`src/rtl/fcap_pkg.sv`:
```
package fcap_pkg;
    localparam int N_ENG   = 2;
    localparam int N_TYPES = 7;
    localparam int VA_W    = 35;
    localparam int PA_W    = 35;
    localparam int PG_SH   = 12;
    localparam int VPN_W   = VA_W - PG_SH;
    localparam int HI_W    = VA_W - 32;
    localparam int PORT_W  = 5;
    localparam int GRP_W   = 5;
    localparam int ID_W    = 2 + PORT_W + GRP_W;
    localparam int STAT_W  = N_ENG * N_TYPES;
    localparam int CLR_BIT = 12;
    localparam logic [6:0] CTRL_MASK = 7'b110_1111;

    typedef enum logic [3:0] {
        A_CTRL  = 4'd0,
        A_INTEN = 4'd1,
        A_STAT  = 4'd2,
        A_E0VA  = 4'd3,
        A_E0PA  = 4'd4,
        A_E0ID  = 4'd5,
        A_E1VA  = 4'd6,
        A_E1PA  = 4'd7,
        A_E1ID  = 4'd8,
        A_SELVA = 4'd9,
        A_SELPA = 4'd10,
        A_SELID = 4'd11
    } reg_addr_e;

    typedef struct packed {
        logic [N_TYPES-1:0] st;
        logic               frz;
        logic [31:0]        va_word;
        logic [31:0]        pa_word;
        logic [ID_W-1:0]    id_word;
    } slot_t;

    typedef struct packed {
        logic [6:0]        ctrl;
        logic              clr_flag;
        logic [STAT_W-1:0] int_en;
    } top_t;
endpackage

```
`src/rtl/fcap_id_pack.sv`:
```
module fcap_id_pack
    import fcap_pkg::*;
#(
    parameter bit SUB_COMMON = 1'b1
) (
    input  logic [PORT_W-1:0] port,
    input  logic [GRP_W-1:0]  grp,
    output logic [ID_W-1:0]   id
);
    generate
        if (SUB_COMMON) begin : g_sub
            // common ID at 11:9, sub ID at 8:7, port at 6:2
            assign id = {grp, port, 2'b00};
        end else begin : g_plain
            // master ID at 9:7, port at 6:2
            assign id = {2'b00, grp[2:0], port, 2'b00};
        end
    endgenerate
endmodule

```
`src/rtl/fcap_slot.sv`:
```
module fcap_slot
    import fcap_pkg::*;
(
    input  logic               clk,
    input  logic               rst_n,
    input  logic               clr,
    input  logic [N_TYPES-1:0] en,
    input  logic               valid,
    input  logic [N_TYPES-1:0] ftype,
    input  logic [VPN_W-1:0]   vpn,
    input  logic [PA_W-1:0]    pa,
    input  logic               wr,
    input  logic               lvl,
    input  logic [ID_W-1:0]    id,
    output logic [N_TYPES-1:0] status,
    output logic [31:0]        va_word,
    output logic [31:0]        pa_word,
    output logic [31:0]        id_word
);
    localparam int LOW_VPN = 32 - PG_SH;

    slot_t s_d, s_q;
    logic [N_TYPES-1:0] hit;

    always_comb begin
        s_d = s_q;
        hit = valid ? (ftype & en) : '0;
        if (clr) s_d = '0;
        s_d.st = s_d.st | hit;
        if ((hit != '0) && !s_d.frz) begin
            s_d.frz     = 1'b1;
            s_d.va_word = {vpn[LOW_VPN-1:0], vpn[VPN_W-1:LOW_VPN],
                           pa[PA_W-1:32], 4'b0000, wr, lvl};
            s_d.pa_word = pa[31:0];
            s_d.id_word = id;
        end
    end

    always_ff @(posedge clk) begin
        if (!rst_n) s_q <= '0;
        else        s_q <= s_d;
    end

    assign status  = s_q.st;
    assign va_word = s_q.va_word;
    assign pa_word = s_q.pa_word;
    assign id_word = {{(32-ID_W){1'b0}}, s_q.id_word};


    cap_frozen_chk: assert property (@(posedge clk) disable iff (!rst_n)
        (s_q.frz && !clr) |=> ($stable(s_q.va_word) && $stable(s_q.pa_word) && $stable(s_q.id_word)));


    status_monotone_chk: assert property (@(posedge clk) disable iff (!rst_n)
        !clr |=> ((s_q.st & $past(s_q.st)) == $past(s_q.st)));


    masked_ignored_chk: assert property (@(posedge clk) disable iff (!rst_n)
        (!clr && ((ftype & en) == '0)) |=> (s_q.st == $past(s_q.st)));


    status_needs_capture_chk: assert property (@(posedge clk) disable iff (!rst_n)
        (s_q.st != '0) |-> s_q.frz);
endmodule

```
`src/rtl/xlat_fault_capture.sv`:
```
module xlat_fault_capture
    import fcap_pkg::*;
#(
    parameter bit SUB_COMMON = 1'b1
) (
    input  logic                              clk,
    input  logic                              rst_n,
    input  logic [N_ENG-1:0]                  flt_valid,
    input  logic [N_ENG-1:0][N_TYPES-1:0]     flt_type,
    input  logic [N_ENG-1:0][VPN_W-1:0]       flt_vpn,
    input  logic [N_ENG-1:0][PA_W-1:0]        flt_pa,
    input  logic [N_ENG-1:0]                  flt_write,
    input  logic [N_ENG-1:0]                  flt_level,
    input  logic [N_ENG-1:0][PORT_W-1:0]      flt_port,
    input  logic [N_ENG-1:0][GRP_W-1:0]       flt_grp,
    input  logic                              reg_wr,
    input  logic [3:0]                        reg_addr,
    input  logic [STAT_W-1:0]                 reg_wdata,
    output logic [31:0]                       reg_rdata,
    output logic                              irq
);
    top_t t_d, t_q;
    logic clear_w;

    logic [N_ENG-1:0][N_TYPES-1:0] st_w;
    logic [N_ENG-1:0][31:0]        va_w;
    logic [N_ENG-1:0][31:0]        pa_w;
    logic [N_ENG-1:0][31:0]        id_w;
    logic [STAT_W-1:0]             st_all;
    logic                          pick0;

    assign clear_w = reg_wr && (reg_addr == A_CTRL) && reg_wdata[CLR_BIT];

    generate
        for (genvar g = 0; g < N_ENG; g++) begin : g_eng
            logic [ID_W-1:0] id_g;
            fcap_id_pack #(.SUB_COMMON(SUB_COMMON)) u_id (
                .port (flt_port[g]),
                .grp  (flt_grp[g]),
                .id   (id_g)
            );
            fcap_slot u_slot (
                .clk     (clk),
                .rst_n   (rst_n),
                .clr     (clear_w),
                .en      (t_q.int_en[g*N_TYPES +: N_TYPES]),
                .valid   (flt_valid[g]),
                .ftype   (flt_type[g]),
                .vpn     (flt_vpn[g]),
                .pa      (flt_pa[g]),
                .wr      (flt_write[g]),
                .lvl     (flt_level[g]),
                .id      (id_g),
                .status  (st_w[g]),
                .va_word (va_w[g]),
                .pa_word (pa_w[g]),
                .id_word (id_w[g])
            );
        end
    endgenerate

    assign st_all = st_w;
    assign pick0  = (st_w[0] != '0);

    always_comb begin
        t_d          = t_q;
        t_d.clr_flag = clear_w;
        if (reg_wr && (reg_addr == A_CTRL))  t_d.ctrl   = reg_wdata[6:0] & CTRL_MASK;
        if (reg_wr && (reg_addr == A_INTEN)) t_d.int_en = reg_wdata;
    end

    always_ff @(posedge clk) begin
        if (!rst_n) t_q <= '0;
        else        t_q <= t_d;
    end

    assign irq = |(st_all & t_q.int_en);

    always_comb begin
        case (reg_addr)
            A_CTRL:  reg_rdata = {19'b0, t_q.clr_flag, 5'b0, t_q.ctrl};
            A_INTEN: reg_rdata = {{(32-STAT_W){1'b0}}, t_q.int_en};
            A_STAT:  reg_rdata = {{(32-STAT_W){1'b0}}, st_all};
            A_E0VA:  reg_rdata = va_w[0];
            A_E0PA:  reg_rdata = pa_w[0];
            A_E0ID:  reg_rdata = id_w[0];
            A_E1VA:  reg_rdata = va_w[1];
            A_E1PA:  reg_rdata = pa_w[1];
            A_E1ID:  reg_rdata = id_w[1];
            A_SELVA: reg_rdata = pick0 ? va_w[0] : va_w[1];
            A_SELPA: reg_rdata = pick0 ? pa_w[0] : pa_w[1];
            A_SELID: reg_rdata = pick0 ? id_w[0] : id_w[1];
            default: reg_rdata = '0;
        endcase
    end


    clr_selfreset_chk: assert property (@(posedge clk) disable iff (!rst_n)
        (t_q.clr_flag && !clear_w) |=> !t_q.clr_flag);


    clear_empties_chk: assert property (@(posedge clk) disable iff (!rst_n)
        (clear_w && (flt_valid == '0)) |=> ((st_all == '0) && !irq));


    irq_has_cause_chk: assert property (@(posedge clk) disable iff (!rst_n)
        irq |-> (st_all != '0));


    ctrl_reserved_chk: assert property (@(posedge clk) disable iff (!rst_n)
        1'b1 |-> (t_q.ctrl[4] == 1'b0));
endmodule

```
`config.mk`:
```
export PLATFORM = sky130hd
export DESIGN_NAME = xlat_fault_capture
export DESIGN_NICKNAME = d
export VERILOG_FILES = /design/src/rtl/fcap_pkg.sv /design/src/rtl/fcap_id_pack.sv /design/src/rtl/fcap_slot.sv /design/src/rtl/xlat_fault_capture.sv
export SDC_FILE = /design/constraint.sdc
export NUM_CORES = 1
export LEC_CHECK = 0
export BUFFER_PORTS_ARGS = -buffer_cell sky130_fd_sc_hd__buf_2
export CELL_PAD_IN_SITES_DETAIL_PLACEMENT = 1
export CELL_PAD_IN_SITES_GLOBAL_PLACEMENT = 1
export CORE_ASPECT_RATIO = 1.25
export CORE_MARGIN = 4
export CORE_UTILIZATION = 34
export CTS_CLUSTER_SIZE = 24
export DETAILED_ROUTE_END_ITERATION = 8
export PLACE_DENSITY = 0.8
export SLEW_MARGIN = 20
export SYNTH_ARGS = -nofsm -noshare
export SYNTH_HDL_FRONTEND = slang
export SYNTH_SLANG_ARGS = --single-unit
```
`constraint.sdc`:
```
create_clock -name clk -period 4.4 [get_ports clk]
set_input_delay 0.88 -clock clk [delete_from_list [all_inputs] [get_ports clk]]
set_output_delay 0.88 -clock clk [all_outputs]
set_load 0.005 [all_outputs]
```
==> results.md, run 1 <==
* Fraction of layout cells with a size suffix above 1 at 0.240
* Fillers at 3029
* Dpl hpwl at 25600 microns
* Hold Fails Final Rpt at 0
* Mapped Area at 0.00852 sq mm
* Total clock sinks at 177
* Async SR Flop Fraction at 0
* GRT overflow at 0
* Worst path slowest cell: a222oi_1
* Clk_skew at 0.00999 ns
* Core box area at 0.0246 sq mm
* Yosys cell types at 52
* Multi-input combinational cell area at 0.00446 sq mm
* Routed WL per cell at 23.0 microns
* Status: finished clean
* Chip Width at 150 microns
* Total power per unit cell area at 343 mW/mm^2
* Chip height at 185 microns
* CP Cell Sequence: buf_2 -> inv_1 -> nand2_1 -> o22ai_4 -> a222oi_1 -> nand2_1 -> buf_2
* Iteration-0 DRC Markers at 793
* Crit share post-route at 0.910
* WS Path Type: in -> out
* Fin cells at 1547
* Final GP Congestion at 0.974
* RR Endpoint: g_eng[1].u_slot.pa_word[14]$_SDFFE_PN0P_
* Clock Pin Slew Worst Setup and Hold Paths at 0.07 ns
* Post-route minimum period at 4.00 ns
* Syn Inst Count at 1062
* WL final at 35600 microns
* Syn Nets at 1239
* Die footprint at 0.0277 sq mm
* Post-CTS Setup Repair Bufs at 0
* Hold path start: g_eng[1].u_slot.va_word[15]$_SDFFE_PN0P_
* Hold endpoint: g_eng[1].u_slot.va_word[15]$_SDFFE_PN0P_
* WHS Path Cells at 2
* Hold buffers post-CTS at 0
* Required @ worst endpoint at 3.52 ns
* RSZ-0062 raised after global routing: no
* # setup viols final at 0
* Fin nets at 1379
* Final Hold Slack at 0.485 ns
* Max FO, Critical Path at 19
* Number of max-cap violations at 0
* H-tree depth at 4
* Crit path launch type: primary input
* FF+latch count, synth at 177
* Post_cts resized at 0
* Reg2Reg Depth at 6
* Critical Path End Type: output pin
* Critical Path Stages at 7
* Maximum resistive drop on vdd at 0.256 mV
* Clk buf depth at 2
* Register area at 0.00354 sq mm
* Seq/Total Area, Yosys at 0.416
* Seq pwr share at 0.465
* First-pass GRT wire length at 53500 microns
* Post-route ant nets at 0
* WP buf/inv at 3
* PortBufs at 209
* Clock Latency Late Sink at 0.44 ns
* Internal at 2570 uW
* Largest stage delay, worst path at 0.59 ns
* FF-to-FF setup slack at 2.09 ns
* Number of vias per cell at 5.91
* CTS tree: yes
* Critical R2R Launch: t_q[9]$_SDFFE_PN0P_
* Clock root buffer: clkbuf_16
* Yosys warning count at 0
* Post-synth top flop: dfxtp_1
* Top-Level Pins at 210
* Vias after detailed routing at 9143
* All-layer global routing usage at 0.250
* Top post-synthesis cells by area: dfxtp_1, o22ai_1, nand2_1
* Data arrival, critical path at 3.12 ns
* Family with the most delay on the worst path: compound AO/OA/AOI/OAI gates
* Avg Cell Area, Syn at 8.02 sq um
* Final Max Slew Viols at 0
* EDFF count, synth at 0
* Synthesis-to-layout area growth at 21.3%
* Site row count at 64
* Max-slew headroom at 0.318
* Post-route setup TNS at 0 ns
* Leading area contributor after synthesis: dfxtp_1
* Initial Util at 0.346
* Logic pwr share at 0.098
* Fmax at 250 MHz
* Cts bufs inserted at 17
* 1st-pass router iterations at 5
* Placed cell count at 1513
* Post-synth top area share at 0.416
* Net Sw Power at 978 uW
* DR DRC count at 0
* Clock share of power at 0.437
* LEAKAGE at 0.00406 uW
* Slew of the pin with the lowest slew margin at 1.02 ns
* Largest net degree at the start of global routing at 135
* Number of global-route vias before repair at 9355
* Initial antenna violation count at 8
* Hold WC Path Type: reg -> reg
* Switching Share at 0.276
## synthesized netlist by cell type (all sizes together), types with 7 or more instances
master / count
a22oi: 32
a222oi: 17
o22ai: 155
o21ai: 7
nor2: 35
a221o: 11
a32oi: 18
a221oi: 10
buf: 65
nand3: 158
a21oi: 22
nor2b: 8
mux2i: 21
clkbuf: 49
dfxtp: 177
nor3: 7
nand2: 218
## per-layer routing
| metal | part of all wire | GRT usage | vias to the layer above | wire (microns) |
|---|---|---|---|---|
| met4 | 0.049 | 0.125 | 12 | 1740 |
| met1 | 0.39 | 0.293 | 4449 | 13800 |
| met3 | 0.071 | 0.0614 | 87 | 2550 |
| li1 | - | - | 4249 | - |
| met5 | 0.0023 | 0 | - | 83 |
| met2 | 0.49 | 0.425 | 346 | 17400 |
## placed cells by master (no fill, tap or decap), types with 18 or more instances in the layout
master / n
a21oi_1: 22
a22oi_1: 32
a32oi_1: 18
buf_2: 208
buf_4: 22
dfxtp_1: 177
mux2i_1: 21
nand2_1: 217
nand3_1: 156
nor2_1: 32
o22ai_1: 150
## registers in the layout (all words and copies together) (netlist names)
| name | flops |
|---|---|
| g_eng.u_slot.va_word | 56 |
| g_eng.u_slot.id_word | 20 |
| g_eng.u_slot.pa_word | 64 |
| g_eng.u_slot.status | 14 |
| g_eng.u_slot.s_q | 2 |
| t_q | 21 |
## worst max path at each step
stage / start / to / slack [ns]
after global routing: reg_addr[3] / reg_rdata[21] / 0.27
final: reg_addr[3] / reg_rdata[21] / 0.40
after detailed placement: reg_addr[3] / reg_rdata[21] / 0.44
after global placement: reg_addr[3] / reg_rdata[20] / 0.48
after floorplan: reg_addr[2] / reg_rdata[11] / 1.32
after CTS: reg_addr[3] / reg_rdata[21] / 0.43
## cell families after synthesis
kind of cell | synth area share
buffers and inverters | 0.0644
multiplexers | 0.0432
AND/OR/NAND/NOR | 0.230
AO/OA/AOI/OAI | 0.246
flip-flops | 0.416
## cell type report
class,instances,area share
Antenna cell,2,0.000484
Timing Repair Buffer,235,0.126
Clock buffer,18,0.0415
Inverter,3,0.00109
Sequential cell,177,0.343
Clock inverter,14,0.0163
Tap cell,330,0.0400
Multi-Input combinational cell,768,0.432
## power by group through the flow
stage	registers (uW)	clock network, uW	logic, uW
after global routing	1650	1640	376
final	1650	1550	346
after floorplan	1670	0	192
after detailed placement	1690	0	342
after CTS	1650	1570	345
after global placement	1690	0	338
## per-stage QoR
stage,cell area (sq um),setup slack [ns],util,total power [uW]
2_1_floorplan,8520,1.32,-,1870
3_3_place_gp,9730,0.482,0.396,2020
3_5_place_dp,9730,0.439,0.396,2030
4_1_cts,10300,0.432,0.420,3560
5_1_grt,10300,0.270,0.420,3670
6_report,10300,0.396,0.420,3550
## tightest hold or removal path, stage by stage (launching register included)
cell	delay, ns
dfxtp_1	0.31
nand3_1	0.06
o22ai_1	0.07
No activity file was read; power rests on OpenSTA's default activity.
==> run 2: changes to the inputs <==
--- a/config.mk
+++ b/config.mk
@@ -8,7 +8,6 @@
 export BUFFER_PORTS_ARGS = -buffer_cell sky130_fd_sc_hd__buf_2
 export CELL_PAD_IN_SITES_DETAIL_PLACEMENT = 1
 export CELL_PAD_IN_SITES_GLOBAL_PLACEMENT = 1
-export CORE_ASPECT_RATIO = 1.25
 export CORE_MARGIN = 4
 export CORE_UTILIZATION = 34
 export CTS_CLUSTER_SIZE = 24
==> results.md, run 2 (same netlist as run 1, synthesis figures left out) <==
* All-layer global routing usage at 0.240
* Site row count at 57
* GRT overflow at 0
* Final Max Slew Viols at 0
* Max-slew headroom at 0.303
* Dpl hpwl at 24100 microns
* Most frequent cells in the layout: nand2_1, buf_2, dfxtp_1, nand3_1, o22ai_1
* Data arrival, critical path at 3.09 ns
* Crit share post-route at 0.901
* RSZ-0062 raised after global routing: no
* Chip height at 166 microns
* 1st-pass router iterations at 6
* H-tree depth at 4
* Slew of the pin with the lowest slew margin at 1.04 ns
* Worst slack, placed at 0.508 ns
* Crit path launch type: primary input
* Clock Pin Slew Worst Setup and Hold Paths at 0.08 ns
* Number of global-route vias before repair at 9330
* WL final at 34800 microns
* Number of max-cap violations at 0
* Chip Width at 166 microns
* Clk buf depth at 2
* Total clock sinks at 177
* Clock root buffer: clkbuf_16
* Post-route ant nets at 0
* Post-route minimum period at 3.97 ns
* Clock Latency Late Sink at 0.45 ns
* Initial Util at 0.348
* Most common cell after layout, fill and taps aside: nand2_1
* Post-route setup TNS at 0 ns
* Post_cts resized at 0
* Post-CTS Setup Repair Bufs at 0
* Top-Level Pins at 210
* Fraction of layout cells with a size suffix above 1 at 0.241
* # setup viols final at 0
* Final worst slack at 0.434 ns
* Fmax at 252 MHz
* Iteration-0 DRC Markers at 758
* Number of vias per cell at 5.94
* Core box area at 0.0245 sq mm
* Synthesis-to-layout area growth at 20.8%
* Required @ worst endpoint at 3.52 ns
* Final GP Congestion at 0.937
* First-pass GRT wire length at 53300 microns
* Status: finished clean
* Placed cell count at 1507
* WS Path Type: in -> out
* Routed WL per cell at 22.5 microns
* Hold WC Path Type: reg -> reg
* PortBufs at 209
* Max FO, Critical Path at 14
* Clk_skew at 0.0140 ns
* Maximum resistive drop on vdd at 0.232 mV
* CTS tree: yes
* Vias after detailed routing at 9182
* Initial antenna violation count at 12
* Max FFs per register at 64
* Total power per unit cell area at 342 mW/mm^2
* DR DRC count at 0
* LEAKAGE at 0.00405 uW
* Hold Fails Final Rpt at 0
* Fin cells at 1546
* Die footprint at 0.0276 sq mm
* Largest net degree at the start of global routing at 157
* Hold buffers post-CTS at 0
* Cts bufs inserted at 17
* Critical Path End Type: output pin
* Fin nets at 1379
## run 2: changes by cell type in the layout (fill, tap and decap cells not counted), sizes merged
cell,delta
clkinv,-1
diode,+6
clkbuf,+1
clkinvlp,-1
## run 2: power breakdown
group / leakage, uW / internal, uW / switching [uW]
clock network: 0.000286 / 823 / 701
logic: 0.00233 / 129 / 219
registers: 0.00143 / 1630 / 22.7
total: 0.00405 / 2580 / 943
## run 2: cell type report
class | count | area [sq um]
fill | 3006 | 14200
multi-input combinational | 768 | 4460
sequential | 177 | 3540
timing repair buffer | 235 | 1270
clock buffer | 19 | 453
tap | 324 | 405
clock inverter | 12 | 121
antenna | 8 | 20.0
inverter | 3 | 11.3
## run 2: critical path, stage by stage
cell	delay (ns)
buf_2	0.20
nor2b_1	0.67
nand2_4	0.25
o22ai_4	0.58
a222oi_1	0.26
nand2_1	0.11
buf_2	0.12
## run 2: worst paths after layout
path         slack (ns)  cells past startpoint                                     start                                  endpoint
max reg2reg        2.15                      5                       t_q[4]$_SDFFE_PN0P_  g_eng[0].u_slot.pa_word[21]$_SDFFE_PN0P_
min                0.48                      2  g_eng[0].u_slot.va_word[31]$_SDFFE_PN0P_  g_eng[0].u_slot.va_word[31]$_SDFFE_PN0P_
max                0.43                      7                               reg_addr[2]                             reg_rdata[26]
min reg2reg        0.48                      2  g_eng[0].u_slot.va_word[31]$_SDFFE_PN0P_  g_eng[0].u_slot.va_word[31]$_SDFFE_PN0P_
## run 2: through the flow
step / cell area, sq um / hold slack [ns] / utilization / power (uW)
2_1_floorplan: 8520 / 0.457 / - / 1870
3_3_place_gp: 9700 / 0.465 / 0.396 / 2020
3_5_place_dp: 9700 / 0.472 / 0.396 / 2030
4_1_cts: 10300 / 0.483 / 0.420 / 3530
5_1_grt: 10300 / 0.497 / 0.421 / 3640
6_report: 10300 / 0.484 / 0.421 / 3520
## run 2: metal layers
metal / up-vias / global-route usage / wire (microns)
li1: 4258 / - / -
met1: 4504 / 0.326 / 15300
met2: 348 / 0.382 / 16500
met3: 64 / 0.0419 / 2140
met4: 8 / 0.0900 / 785
met5: - / 0 / 29
==> run 3: changes to the inputs <==
--- a/config.mk
+++ b/config.mk
@@ -12,8 +12,9 @@
 export CORE_UTILIZATION = 34
 export CTS_CLUSTER_SIZE = 24
 export DETAILED_ROUTE_END_ITERATION = 8
-export PLACE_DENSITY = 0.8
+export PLACE_DENSITY = 0.75
 export SLEW_MARGIN = 20
 export SYNTH_ARGS = -nofsm -noshare
 export SYNTH_HDL_FRONTEND = slang
+export SYNTH_HIERARCHICAL = 1
 export SYNTH_SLANG_ARGS = --single-unit
==> results.md, run 3 <==
* Status: finished clean
* Synthesis-to-layout area growth at 1.72%
* WS Path Type: reg -> out
* WL final at 48500 microns
* FF+latch count, synth at 181
* Post-synth top flop: dfxtp_1
* Crit share post-route at 0.925
* RR Endpoint: g_eng[1].u_slot/va_word[29]$_SDFFE_PN0P_
* LEAKAGE at 0.00517 uW
* Most common cell in the netlist: buf_4
* Maximum resistive drop on vdd at 0.249 mV
* Logic pwr share at 0.126
* Worst path slowest cell: and2_2
* Chip height at 204 microns
* Hold endpoint: g_eng[0].u_slot/s_q[76]$_SDFF_PN0_
* Seq pwr share at 0.453
* Total power per unit cell area at 282 mW/mm^2
* Util after Layout at 0.351
* Crit path launch type: flop
* Metal3 WL at 3380 microns
* Most frequent cells in the layout: buf_2, dfxtp_1, nand3_1, nand4_1, o21ai_2
* Fmax at 246 MHz
* Clock share of power at 0.421
* Yosys cell types at 65
* Top sig layer: met5
* # setup viols final at 0
* Cts bufs inserted at 17
* Post-route cell area at 0.0133 sq mm
* Most common cell after layout, fill and taps aside: buf_2
* Seq/Total Area, Yosys at 0.278
* Clk buf depth at 2
* Hold path start: g_eng[0].u_slot/s_q[76]$_SDFF_PN0_
* Placed Instance Area at 0.0127 sq mm
* FF-to-FF setup slack at 2.35 ns
* Required @ worst endpoint at 3.52 ns
* Top-Level Pins at 210
* Iteration-0 DRC Markers at 1074
* Number of max-cap violations at 0
* Final Max Slew Viols at 0
* Net Sw Power at 1040 uW
* Clock Latency Late Sink at 0.45 ns
* Number of global-route vias before repair at 11300
* Data arrival, critical path at 3.19 ns
* Max FO, Critical Path at 24
* Leading area contributor after synthesis: dfxtp_1
* 1st-pass router iterations at 5
* Core box area at 0.0378 sq mm
* Met2 WL at 20000 microns
* Routed WL per cell at 24.1 microns
* Hold Fails Final Rpt at 0
* Initial antenna violation count at 5
* Largest net degree at the start of global routing at 100
* Hold WC Path Type: reg -> reg
* Avg Cell Area, Syn at 8.44 sq um
* Vias after detailed routing at 11300
* Post-route ant nets at 0
* DR DRC count at 0
* Slew of the pin with the lowest slew margin at 0.838 ns
* Internal at 2710 uW
* DRT met1 WL at 24500 microns
* Critical Path End Type: output pin
* WP buf/inv at 2
* Async SR Flop Fraction at 0
* Post-route minimum period at 4.07 ns
* Reg2Reg Depth at 5
* Top post-synthesis cells by area: dfxtp_1, buf_4, o21ai_2
* Post-synth top area share at 0.278
* GRT overflow at 0
* Mapped Area at 0.0130 sq mm
* CTS tree: yes
* EDFF count, synth at 0
* Die footprint at 0.0416 sq mm
* CP Cell Sequence: nor3_1 -> and2_2 -> buf_4 -> mux2i_1 -> o22ai_1 -> a211o_1 -> buf_2
* Yosys warning count at 6
* Largest stage delay, worst path at 0.64 ns
* Clock root buffer: clkbuf_16
* Fraction of layout cells with a size suffix above 1 at 0.313
* Syn Inst Count at 1546
* Max FFs per register at 64
* Clock Pin Slew Worst Setup and Hold Paths at 0.07 ns
* Initial Util at 0.346
* First-pass GRT wire length at 72200 microns
* All-layer global routing usage at 0.227
* Number of vias per cell at 5.62
* Switching Share at 0.277
* PortBufs at 209
* Family with the most delay on the worst path: simple AND/OR/NAND/NOR gates
* Critical R2R Launch: t_q[8]$_SDFFE_PN0P_
* Post_cts resized at 0
* Post-CTS Setup Repair Bufs at 0
* Post-synth top cells: buf_4, dfxtp_1, nand3_1, nand4_1, o21ai_2
* RSZ-0062 raised after global routing: no
* Max-slew headroom at 0.441
* Site row count at 71
* H-tree depth at 4
* WHS Path Cells at 2
* Final GP Congestion at 0.961
* Dpl hpwl at 36000 microns
* Clk_skew at 0.00993 ns
* Hold buffers post-CTS at 0
* Total clock sinks at 181
* Chip Width at 204 microns
* Fin nets at 1664
* Post-route setup TNS at 0 ns
## run 3: cell count changes in the layout (fill, tap and decap cells not counted), moves of 16 or more
cell | before | now
nand4_1 | 5 | 148
o21ai_2 | 0 | 141
o22ai_1 | 150 | 20
conb_1 | 0 | 52
nand2_1 | 217 | 101
mux2i_1 | 21 | 72
nor2b_1 | 8 | 27
buf_4 | 24 | 40
## run 3: layer usage
| metal | vias to the layer above | GRT usage |
|---|---|---|
| met4 | 4 | 0.0511 |
| met3 | 40 | 0.0455 |
| li1 | 5332 | - |
| met1 | 5569 | 0.352 |
| met5 | - | 0 |
| met2 | 377 | 0.321 |
## run 3: final cells by class
type                    count  area (sq um)
flip-flops and latches    181          3620
clock buffers              20           457
well taps                 511           639
diodes                      3          7.51
fillers                  4490         24500
multi-input cells        1022          6840
inverters                   7          26.3
repair buffers            258          1540
clock inverters            12           141
## run 3: power by group through the flow
stage          sequential [uW]  combinational [uW]  clock, uW
3_3_place_gp              1730                 463          0
3_5_place_dp              1730                 468          0
6_report                  1700                 473       1580
5_1_grt                   1700                 513       1680
4_1_cts                   1690                 470       1620
2_1_floorplan             1710                 370          0
## run 3: tightest hold or removal path, stage by stage, from the launching register on
cell and delay, ns:
dfxtp_1 0.33, nand2b_4 0.07, a21boi_1 0.05
## run 3: through the flow
stage | setup WS (ns) | hold WS [ns] | power [uW] | std cells
final | 0.331 | 0.485 | 3750 | 2014
after floorplan | 1.13 | 0.440 | 2080 | 1594
after global routing | 0.132 | 0.508 | 3890 | 2012
after detailed placement | 0.538 | 0.474 | 2200 | 1979
after global placement | 0.533 | 0.467 | 2190 | 1979
after CTS | 0.341 | 0.488 | 3790 | 2011
## run 3: cells by family (layout without fill, tap and decap cells)
group | Yosys count | after routing | synth area share
muxes | 92 | 92 | 0.0760
DFF | 181 | 181 | 0.278
AOI/OAI and AO/OA | 353 | 353 | 0.215
other | 4 | 55 | 0.00115
buffers and inverters | 391 | 297 | 0.212
and+or+nand+nor | 525 | 525 | 0.218
## run 3: how the worst max path moves through the flow
| stage | startpoint | endpoint | cells after the start |
|---|---|---|---|
| after global placement | reg_addr[2] | reg_rdata[1] | 8 |
| final | g_eng[0].u_slot/status[4]$_SDFF_PN0_ | reg_rdata[14] | 7 |
| after global routing | g_eng[0].u_slot/status[1]$_SDFF_PN0_ | reg_rdata[24] | 7 |
| after detailed placement | reg_addr[2] | reg_rdata[1] | 8 |
| after floorplan | reg_addr[2] | reg_rdata[20] | 9 |
| after CTS | g_eng[0].u_slot/status[4]$_SDFF_PN0_ | reg_rdata[28] | 7 |
